**config.mk**
```make
export PLATFORM = sky130hd
export DESIGN_NAME = dual_mac_pipe
export DESIGN_NICKNAME = d
export VERILOG_FILES = /design/src/rtl/dmac_pkg.sv /design/src/rtl/dmac_rst_sync.sv /design/src/rtl/dmac_tap_line.sv /design/src/rtl/dmac_prod_lane.sv /design/src/rtl/dual_mac_pipe.sv
export SDC_FILE = /design/constraint.sdc
export NUM_CORES = 2
export LEC_CHECK = 0
export BUFFER_PORTS_ARGS = -buffer_cell sky130_fd_sc_hd__buf_2
export CAP_MARGIN = 20
export CELL_PAD_IN_SITES_DETAIL_PLACEMENT = 1
export CELL_PAD_IN_SITES_GLOBAL_PLACEMENT = 1
export CORE_ASPECT_RATIO = 1.25
export CORE_UTILIZATION = 50
export CTS_CLUSTER_SIZE = 14
export DETAILED_ROUTE_END_ITERATION = 6
export PLACE_DENSITY_LB_ADDON = 0.1
export REMOVE_ABC_BUFFERS = 1
export SLEW_MARGIN = 5
export SYNTH_ARGS = -nofsm -noshare
export SYNTH_HDL_FRONTEND = slang
export SYNTH_SLANG_ARGS = --single-unit
```
**constraint.sdc**
```tcl
create_clock -name clk_i -period 56.9 [get_ports clk_i]
set_input_delay 2.845 -clock clk_i [delete_from_list [all_inputs] [get_ports clk_i]]
set_output_delay 2.845 -clock clk_i [all_outputs]
set_load 0.01 [all_outputs]
```
**src/rtl/dmac_pkg.sv**
```systemverilog
package dmac_pkg;

  typedef enum logic {
    WIN_HI = 1'b0,
    WIN_LO = 1'b1
  } win_e;

  // Half of one LSB of the upper window whose lowest bit sits at position lsb.
  function automatic longint unsigned round_bias(input int unsigned lsb);
    return 64'd1 << (lsb - 1);
  endfunction

endpackage

```
**src/rtl/dmac_rst_sync.sv**
```systemverilog
module dmac_rst_sync (
  input  logic clk_i,
  input  logic arst_n_i,
  output logic rst_n_o
);
  logic [1:0] sync_q;

  always_ff @(posedge clk_i or negedge arst_n_i) begin
    if (!arst_n_i) sync_q <= 2'b00;
    else           sync_q <= {sync_q[0], 1'b1};
  end

  assign rst_n_o = sync_q[1];
endmodule

```
**src/rtl/dmac_tap_line.sv**
```systemverilog
module dmac_tap_line #(
  parameter int unsigned W    = 12,
  parameter int unsigned SELW = 4
) (
  input  logic            clk_i,
  input  logic            rst_n_i,
  input  logic [W-1:0]    din_i,
  input  logic [SELW-1:0] sel_i,
  output logic [W-1:0]    tap_o
);
  localparam int unsigned DEPTH = 2 ** SELW;

  logic [W-1:0]    hist_q [DEPTH];
  logic [W-1:0]    hist_d [DEPTH];
  logic [SELW-1:0] sel_q;

  always_comb begin
    hist_d[0] = din_i;
    for (int i = 1; i < DEPTH; i++) hist_d[i] = hist_q[i-1];
  end

  always_ff @(posedge clk_i or negedge rst_n_i) begin
    if (!rst_n_i) begin
      for (int i = 0; i < DEPTH; i++) hist_q[i] <= '0;
      sel_q <= '0;
    end else begin
      for (int i = 0; i < DEPTH; i++) hist_q[i] <= hist_d[i];
      sel_q <= sel_i;
    end
  end

  assign tap_o = hist_q[sel_q];

  // a zero select hands on the value sampled in the same edge
  a_r2_zero_tap: assert property (@(posedge clk_i) disable iff (!rst_n_i)
    (sel_i == '0) |=> (tap_o == $past(din_i)));
endmodule

```
**src/rtl/dmac_prod_lane.sv**
```systemverilog
module dmac_prod_lane #(
  parameter int unsigned OPW = 12
) (
  input  logic                   clk_i,
  input  logic                   rst_n_i,
  input  logic [OPW-1:0]         x_i,
  input  logic [OPW-1:0]         y_i,
  input  logic                   neg_i,
  output logic signed [2*OPW:0]  n_o
);
  localparam int unsigned PW = 2 * OPW;
  localparam int unsigned NW = PW + 1;

  logic signed [PW-1:0] prod_d, prod_q;
  logic signed [NW-1:0] sgn_d, sgn_q;
  logic                 neg_q;
  logic [1:0]           warm_q, warm_d;

  always_comb begin
    prod_d = PW'($signed(x_i)) * PW'($signed(y_i));
    sgn_d  = neg_q ? -NW'(prod_q) : NW'(prod_q);
    warm_d = (warm_q == 2'd2) ? warm_q : warm_q + 2'd1;
  end

  always_ff @(posedge clk_i or negedge rst_n_i) begin
    if (!rst_n_i) begin
      prod_q <= '0;
      sgn_q  <= '0;
      neg_q  <= 1'b0;
      warm_q <= '0;
    end else begin
      prod_q <= prod_d;
      sgn_q  <= sgn_d;
      neg_q  <= neg_i;
      warm_q <= warm_d;
    end
  end

  assign n_o = sgn_q;

  function automatic logic signed [NW-1:0] signed_prod(
    input logic [OPW-1:0] x, input logic [OPW-1:0] y, input logic ng);
    logic signed [NW-1:0] p;
    p = NW'($signed(x)) * NW'($signed(y));
    return ng ? -p : p;
  endfunction

  // two clocks after the inputs, the lane holds the product with the requested sign
  a_r3_lane_sign: assert property (@(posedge clk_i) disable iff (!rst_n_i)
    (warm_q == 2'd2) |->
      (n_o == signed_prod($past(x_i, 2), $past(y_i, 2), $past(neg_i, 2))));
endmodule

```
**src/rtl/dual_mac_pipe.sv**
```systemverilog
module dual_mac_pipe
  import dmac_pkg::*;
#(
  parameter int unsigned OPW  = 12,
  parameter int unsigned SELW = 4,
  parameter int unsigned CASW = 16,
  parameter int unsigned OUTW = 16
) (
  input  logic            clk_i,
  input  logic            rst_n_i,
  input  logic [OPW-1:0]  a_i,
  input  logic [OPW-1:0]  b_i,
  input  logic [OPW-1:0]  c_i,
  input  logic [OPW-1:0]  d_i,
  input  logic [SELW-1:0] a_dly_i,
  input  logic [SELW-1:0] b_dly_i,
  input  logic [SELW-1:0] c_dly_i,
  input  logic [SELW-1:0] d_dly_i,
  input  logic            neg_ab_i,
  input  logic            neg_cd_i,
  input  logic            rnd_i,
  input  logic            acc_i,
  input  logic            swap_i,
  input  logic [CASW-1:0] cas_i,
  output logic [OUTW-1:0] res_o
);
  localparam int unsigned PW     = 2 * OPW;
  localparam int unsigned NW     = PW + 1;
  localparam int unsigned SUMW   = PW + 2;
  localparam int unsigned HI_LSB = PW - OUTW;
  localparam int unsigned NOPS   = 4;
  localparam int unsigned NLANE  = NOPS / 2;
  localparam logic [SUMW-1:0] RND_K = SUMW'(round_bias(HI_LSB));

  logic rst_ns;

  dmac_rst_sync u_rst (
    .clk_i    (clk_i),
    .arst_n_i (rst_n_i),
    .rst_n_o  (rst_ns)
  );

  // Operand history lines
  logic [OPW-1:0]  op_in  [NOPS];
  logic [SELW-1:0] sel_in [NOPS];
  logic [OPW-1:0]  op_tap [NOPS];

  assign op_in[0]  = a_i;     assign op_in[1]  = b_i;
  assign op_in[2]  = c_i;     assign op_in[3]  = d_i;
  assign sel_in[0] = a_dly_i; assign sel_in[1] = b_dly_i;
  assign sel_in[2] = c_dly_i; assign sel_in[3] = d_dly_i;

  for (genvar g = 0; g < NOPS; g++) begin : g_tap
    dmac_tap_line #(.W(OPW), .SELW(SELW)) u_line (
      .clk_i   (clk_i),
      .rst_n_i (rst_ns),
      .din_i   (op_in[g]),
      .sel_i   (sel_in[g]),
      .tap_o   (op_tap[g])
    );
  end

  // Product lanes
  logic [NLANE-1:0]     neg_q;
  logic signed [NW-1:0] lane_n [NLANE];

  for (genvar l = 0; l < NLANE; l++) begin : g_lane
    dmac_prod_lane #(.OPW(OPW)) u_lane (
      .clk_i   (clk_i),
      .rst_n_i (rst_ns),
      .x_i     (op_tap[2*l]),
      .y_i     (op_tap[2*l+1]),
      .neg_i   (neg_q[l]),
      .n_o     (lane_n[l])
    );
  end

  // Control alignment, sum, accumulate and window
  logic [2:0]      rnd_sr,  rnd_sr_d;
  logic [3:0]      acc_sr,  acc_sr_d;
  logic [4:0]      swap_sr, swap_sr_d;
  logic [SUMW-1:0] psum_q,  psum_d;
  logic [SUMW-1:0] acc_q,   acc_d;
  logic [OUTW-1:0] res_q,   res_d;
  win_e            win_sel;

  assign win_sel = win_e'(swap_sr[4]);

  always_comb begin
    rnd_sr_d  = {rnd_sr[1:0],  rnd_i};
    acc_sr_d  = {acc_sr[2:0],  acc_i};
    swap_sr_d = {swap_sr[3:0], swap_i};
    psum_d = SUMW'(lane_n[0]) + SUMW'(lane_n[1])
           + (rnd_sr[2] ? RND_K : '0)
           + SUMW'($signed(cas_i));
    acc_d  = psum_q + (acc_sr[3] ? acc_q : '0);
    res_d  = (win_sel == WIN_LO) ? acc_q[OUTW-1:0]
                                 : acc_q[HI_LSB+OUTW-1:HI_LSB];
  end

  always_ff @(posedge clk_i or negedge rst_ns) begin
    if (!rst_ns) begin
      neg_q   <= '0;
      rnd_sr  <= '0;
      acc_sr  <= '0;
      swap_sr <= '0;
      psum_q  <= '0;
      acc_q   <= '0;
      res_q   <= '0;
    end else begin
      neg_q   <= {neg_cd_i, neg_ab_i};
      rnd_sr  <= rnd_sr_d;
      acc_sr  <= acc_sr_d;
      swap_sr <= swap_sr_d;
      psum_q  <= psum_d;
      acc_q   <= acc_d;
      res_q   <= res_d;
    end
  end

  assign res_o = res_q;

  // accumulate folds in the previous total
  a_r7_accum: assert property (@(posedge clk_i) disable iff (!rst_ns)
    acc_sr[3] |=> (acc_q == $past(acc_q) + $past(psum_q)));
  // without accumulate the total restarts from the new sum
  a_r7_restart: assert property (@(posedge clk_i) disable iff (!rst_ns)
    !acc_sr[3] |=> (acc_q == $past(psum_q)));
  // swapped window shows the low bits of the total
  a_r5_low_window: assert property (@(posedge clk_i) disable iff (!rst_ns)
    swap_sr[4] |=> (res_o == $past(acc_q[OUTW-1:0])));
  // normal window shows the upper bits of the total
  a_r5_high_window: assert property (@(posedge clk_i) disable iff (!rst_ns)
    !swap_sr[4] |=> (res_o == $past(acc_q[HI_LSB+OUTW-1:HI_LSB])));
endmodule

```
==> out/metrics.yaml <==
timing:
  final.min_clock_period_ns: 7.74
  max_freq_ghz: 0.129
  tns_ns: 0
  hold_viol: 0
  setup_viol: 0
  worstMarginPinSlew_ns: 1.06
  grt_setup_unrepaired: "no"
  fin_crit_sh_pct: 13.6
  slew_violations: 0
  slew_headroom_pct: 29.4
  skew_ns: 0.0280
min_path:
  min-delay-path-class: "flip-flop to async pin"
critical_path:
  reg2reg_to: "g_lane[1].u_lane.prod_q[23]$_DFF_PN0_"
  crit_type: "flip-flop to flip-flop"
  end_kind: "flip-flop"
  path_cells: "mux4_2, mux2_2, o21ai_1, inv_1, and2_1, fa_1, inv_1, fa_1, fa_1, inv_1, fa_1, inv_1, fa_1, inv_1, ha_1, or3_1, o211ai_1, a31oi_1, o2111ai_1, nand3_1, o41ai_1, xnor2_1"
  critPathLaunchType: "flip-flop"
  r2r_setup_slack_ns: 49.16
  ff2ff_path_depth: 22
  worstPathRequired_ns: 57.46
  cp.arrival_ns: 8.30
  slowest_delay_ns: 1.08
  crit_slowest_cell: "dfrtp_4"
  cp_max_fo: 48
  rr_startpoint: "g_tap[3].u_line.sel_q[0]$_DFF_PN0_"
clock_tree:
  cts_buffer_depth: 3
  cts_root_buffer: "clkbuf_16"
  cts_buffers: 94
  cts.repair.resized: 0
  hold_buffers: 0
  cts.sinks: 962
  clk_latency_ns: 0.67
  post_cts_buffers: 0
  path_clk_slew_ns: 0.06
  htreeDepth: 3
  cts_tree: "yes"
finish:
  utilization_pct: 56.3
  final_nets: 3757
  drive_gt1_share_pct: 17.7
  final_common_cell: "dfrtp_1"
  area_growth_syn_to_layout_pct: 11.4
  fin_area_mm2: 0.0499
  final_cell_mix: "dfrtp_1, inv_1, fa_1"
drt:
  wl_per_cell_um: 21.3
  firstDrtPassIters: 5
  drtAntennaViolNets: 0
  viasPerCell: 5.42
  drcViolationCount: 0
  wl_mm: 95.0
  vias: 24161
  drt-initial-drc-count: 1315
synth:
  seq_area_frac_synth_pct: 53.7
  synth-edff-count: 0
  synth_top_area_share_pct: 53.7
  synth-main-ff-cell: "dfrtp_1"
  muxShareOfSynthArea_pct: 12.4
  yosysWarnings: 0
  ys_ff_latch: 962
  yosysTopAreaCell: "dfrtp_1"
  avgSynthCellArea_um2: 14.6
  synthTopCellsByArea: "dfrtp_1, fa_1, mux4_2"
  synth.cell_area_mm2: 0.0448
  synthDistinctLibCells: 74
  synth_top_family_by_area: "adder cells"
  async_flop_share_pct: 100
  syn_inst: 3076
  post_synth_fa_ha_maj_area_fraction_pct: 18.2
  synth-compound-area-share_pct: 3.42
  synth-simple-area-share_pct: 5.66
  synth_xor_xnor_area_share_pct: 2.46
placed_design:
  place_hpwl_mm: 66.5
  portBuffers: 102
  postPlaceCellArea_mm2: 0.0466
  gp_congestion: 0.835
floorplan:
  rows: 122
  io_pins: 103
  initial_core_util_pct: 50.6
  coreArea_mm2: 0.0887
  fp.dieH_um: 337
  dieArea_mm2: 0.0909
  die_w_um: 270
global_routing:
  antenna_found_initial: 0
  grt_overflow: 0
  grt_pass1_wl_mm: 159
  grt.total_usage_pct: 22.3
  grt_max_degree: 213
  grt_pass1_vias: 28579
job:
  cap_violations: 0
outcome:
  status: "finished clean"
flip-flops by register name (all words and copies together) (netlist names), 16 cells and up:
register,cells
g_tap.u_line.hist_d,720
g_lane.u_lane.n_o,48
g_lane.u_lane.prod_q,48
g_tap.u_line.hist_q,48
acc_q,24
psum_q,24
g_tap.u_line.sel_q,16
res_o,16
worst max-delay path by stage:
stage / startpoint / endpoint
after floorplan: u_rst.sync_q[1]$_DFF_PN0_ / acc_q[0]$_DFF_PN0_
after global placement: g_tap[3].u_line.sel_q[0]$_DFF_PN0_ / g_lane[1].u_lane.prod_q[23]$_DFF_PN0_
after detailed placement: g_tap[3].u_line.sel_q[0]$_DFF_PN0_ / g_lane[1].u_lane.prod_q[23]$_DFF_PN0_
after CTS: g_tap[3].u_line.sel_q[0]$_DFF_PN0_ / g_lane[1].u_lane.prod_q[23]$_DFF_PN0_
after global routing: g_tap[2].u_line.sel_q[0]$_DFF_PN0_ / g_lane[1].u_lane.prod_q[23]$_DFF_PN0_
final: g_tap[3].u_line.sel_q[0]$_DFF_PN0_ / g_lane[1].u_lane.prod_q[23]$_DFF_PN0_
final cells by class:
| cell class | instances | area [µm²] |
|---|---|---|
| diodes | 1 | 2.50 |
| clock buffers | 138 | 2850 |
| clock inverters | 37 | 393 |
| fillers | 8455 | 38800 |
| inverters | 373 | 1400 |
| multi-input cells | 1639 | 18900 |
| flip-flops and latches | 962 | 24100 |
| well taps | 1178 | 1470 |
| repair buffers | 129 | 803 |
worst max-delay path: cells and delay by family, from the launching register on:
| family | cells | cell delay, ns |
|---|---|---|
| multiplexers | 2 | 0.88 |
| buffers and inverters | 5 | 0.47 |
| AO/OA/AOI/OAI | 5 | 1.61 |
| XOR/XNOR | 1 | 0.19 |
| flip-flops | 1 | 1.08 |
| adder cells (fa/ha/maj) | 6 | 2.60 |
| AND/OR/NAND/NOR | 3 | 0.78 |
through the flow:
step           std cells  hold WS [ns]  setup slack [ns]
2_1_floorplan       2974         0.331             28.10
4_1_cts             4453         0.318             49.11
5_1_grt             4456         0.351             48.68
3_3_place_gp        4278         0.294             49.31
3_5_place_dp        4278         0.313             49.14
6_report            4457         0.296             49.16
cell usage after synthesis, types with 13 or more instances:
master / number
mux2_2: 31
and2_1: 60
inv_1: 373
mux4_2: 225
mux2i_1: 16
a21o_1: 22
xor2_1: 27
nand3_1: 13
or3_1: 14
o21ai_0: 68
xnor2_1: 99
a21oi_1: 54
nand2_1: 204
nor2b_1: 42
dfrtp_1: 962
buf_2: 33
nor2_1: 116
fa_1: 302
nand2b_1: 24
clkbuf_1: 54
ha_1: 169
nor3_1: 18
kinds of logic after synthesis:
family          count (synthesis)
flops                         962
xor+xnor                      126
buf+inv                       475
fa+ha+maj                     471
compound gates                234
other cells                     1
simple gates                  535
mux                           272
layer usage:
layer | GRT usage (%) | wire [µm] | up-vias
li1 | - | - | 10487
met1 | 28.3 | 39100 | 13224
met2 | 40.3 | 51100 | 297
met3 | 2.64 | 2400 | 153
met4 | 6.46 | 2320 | 0
met5 | 0 | 0 | -
Power is not shown: default switching activity piles up to over one toggle a cycle in this logic, so the estimate is an artifact.
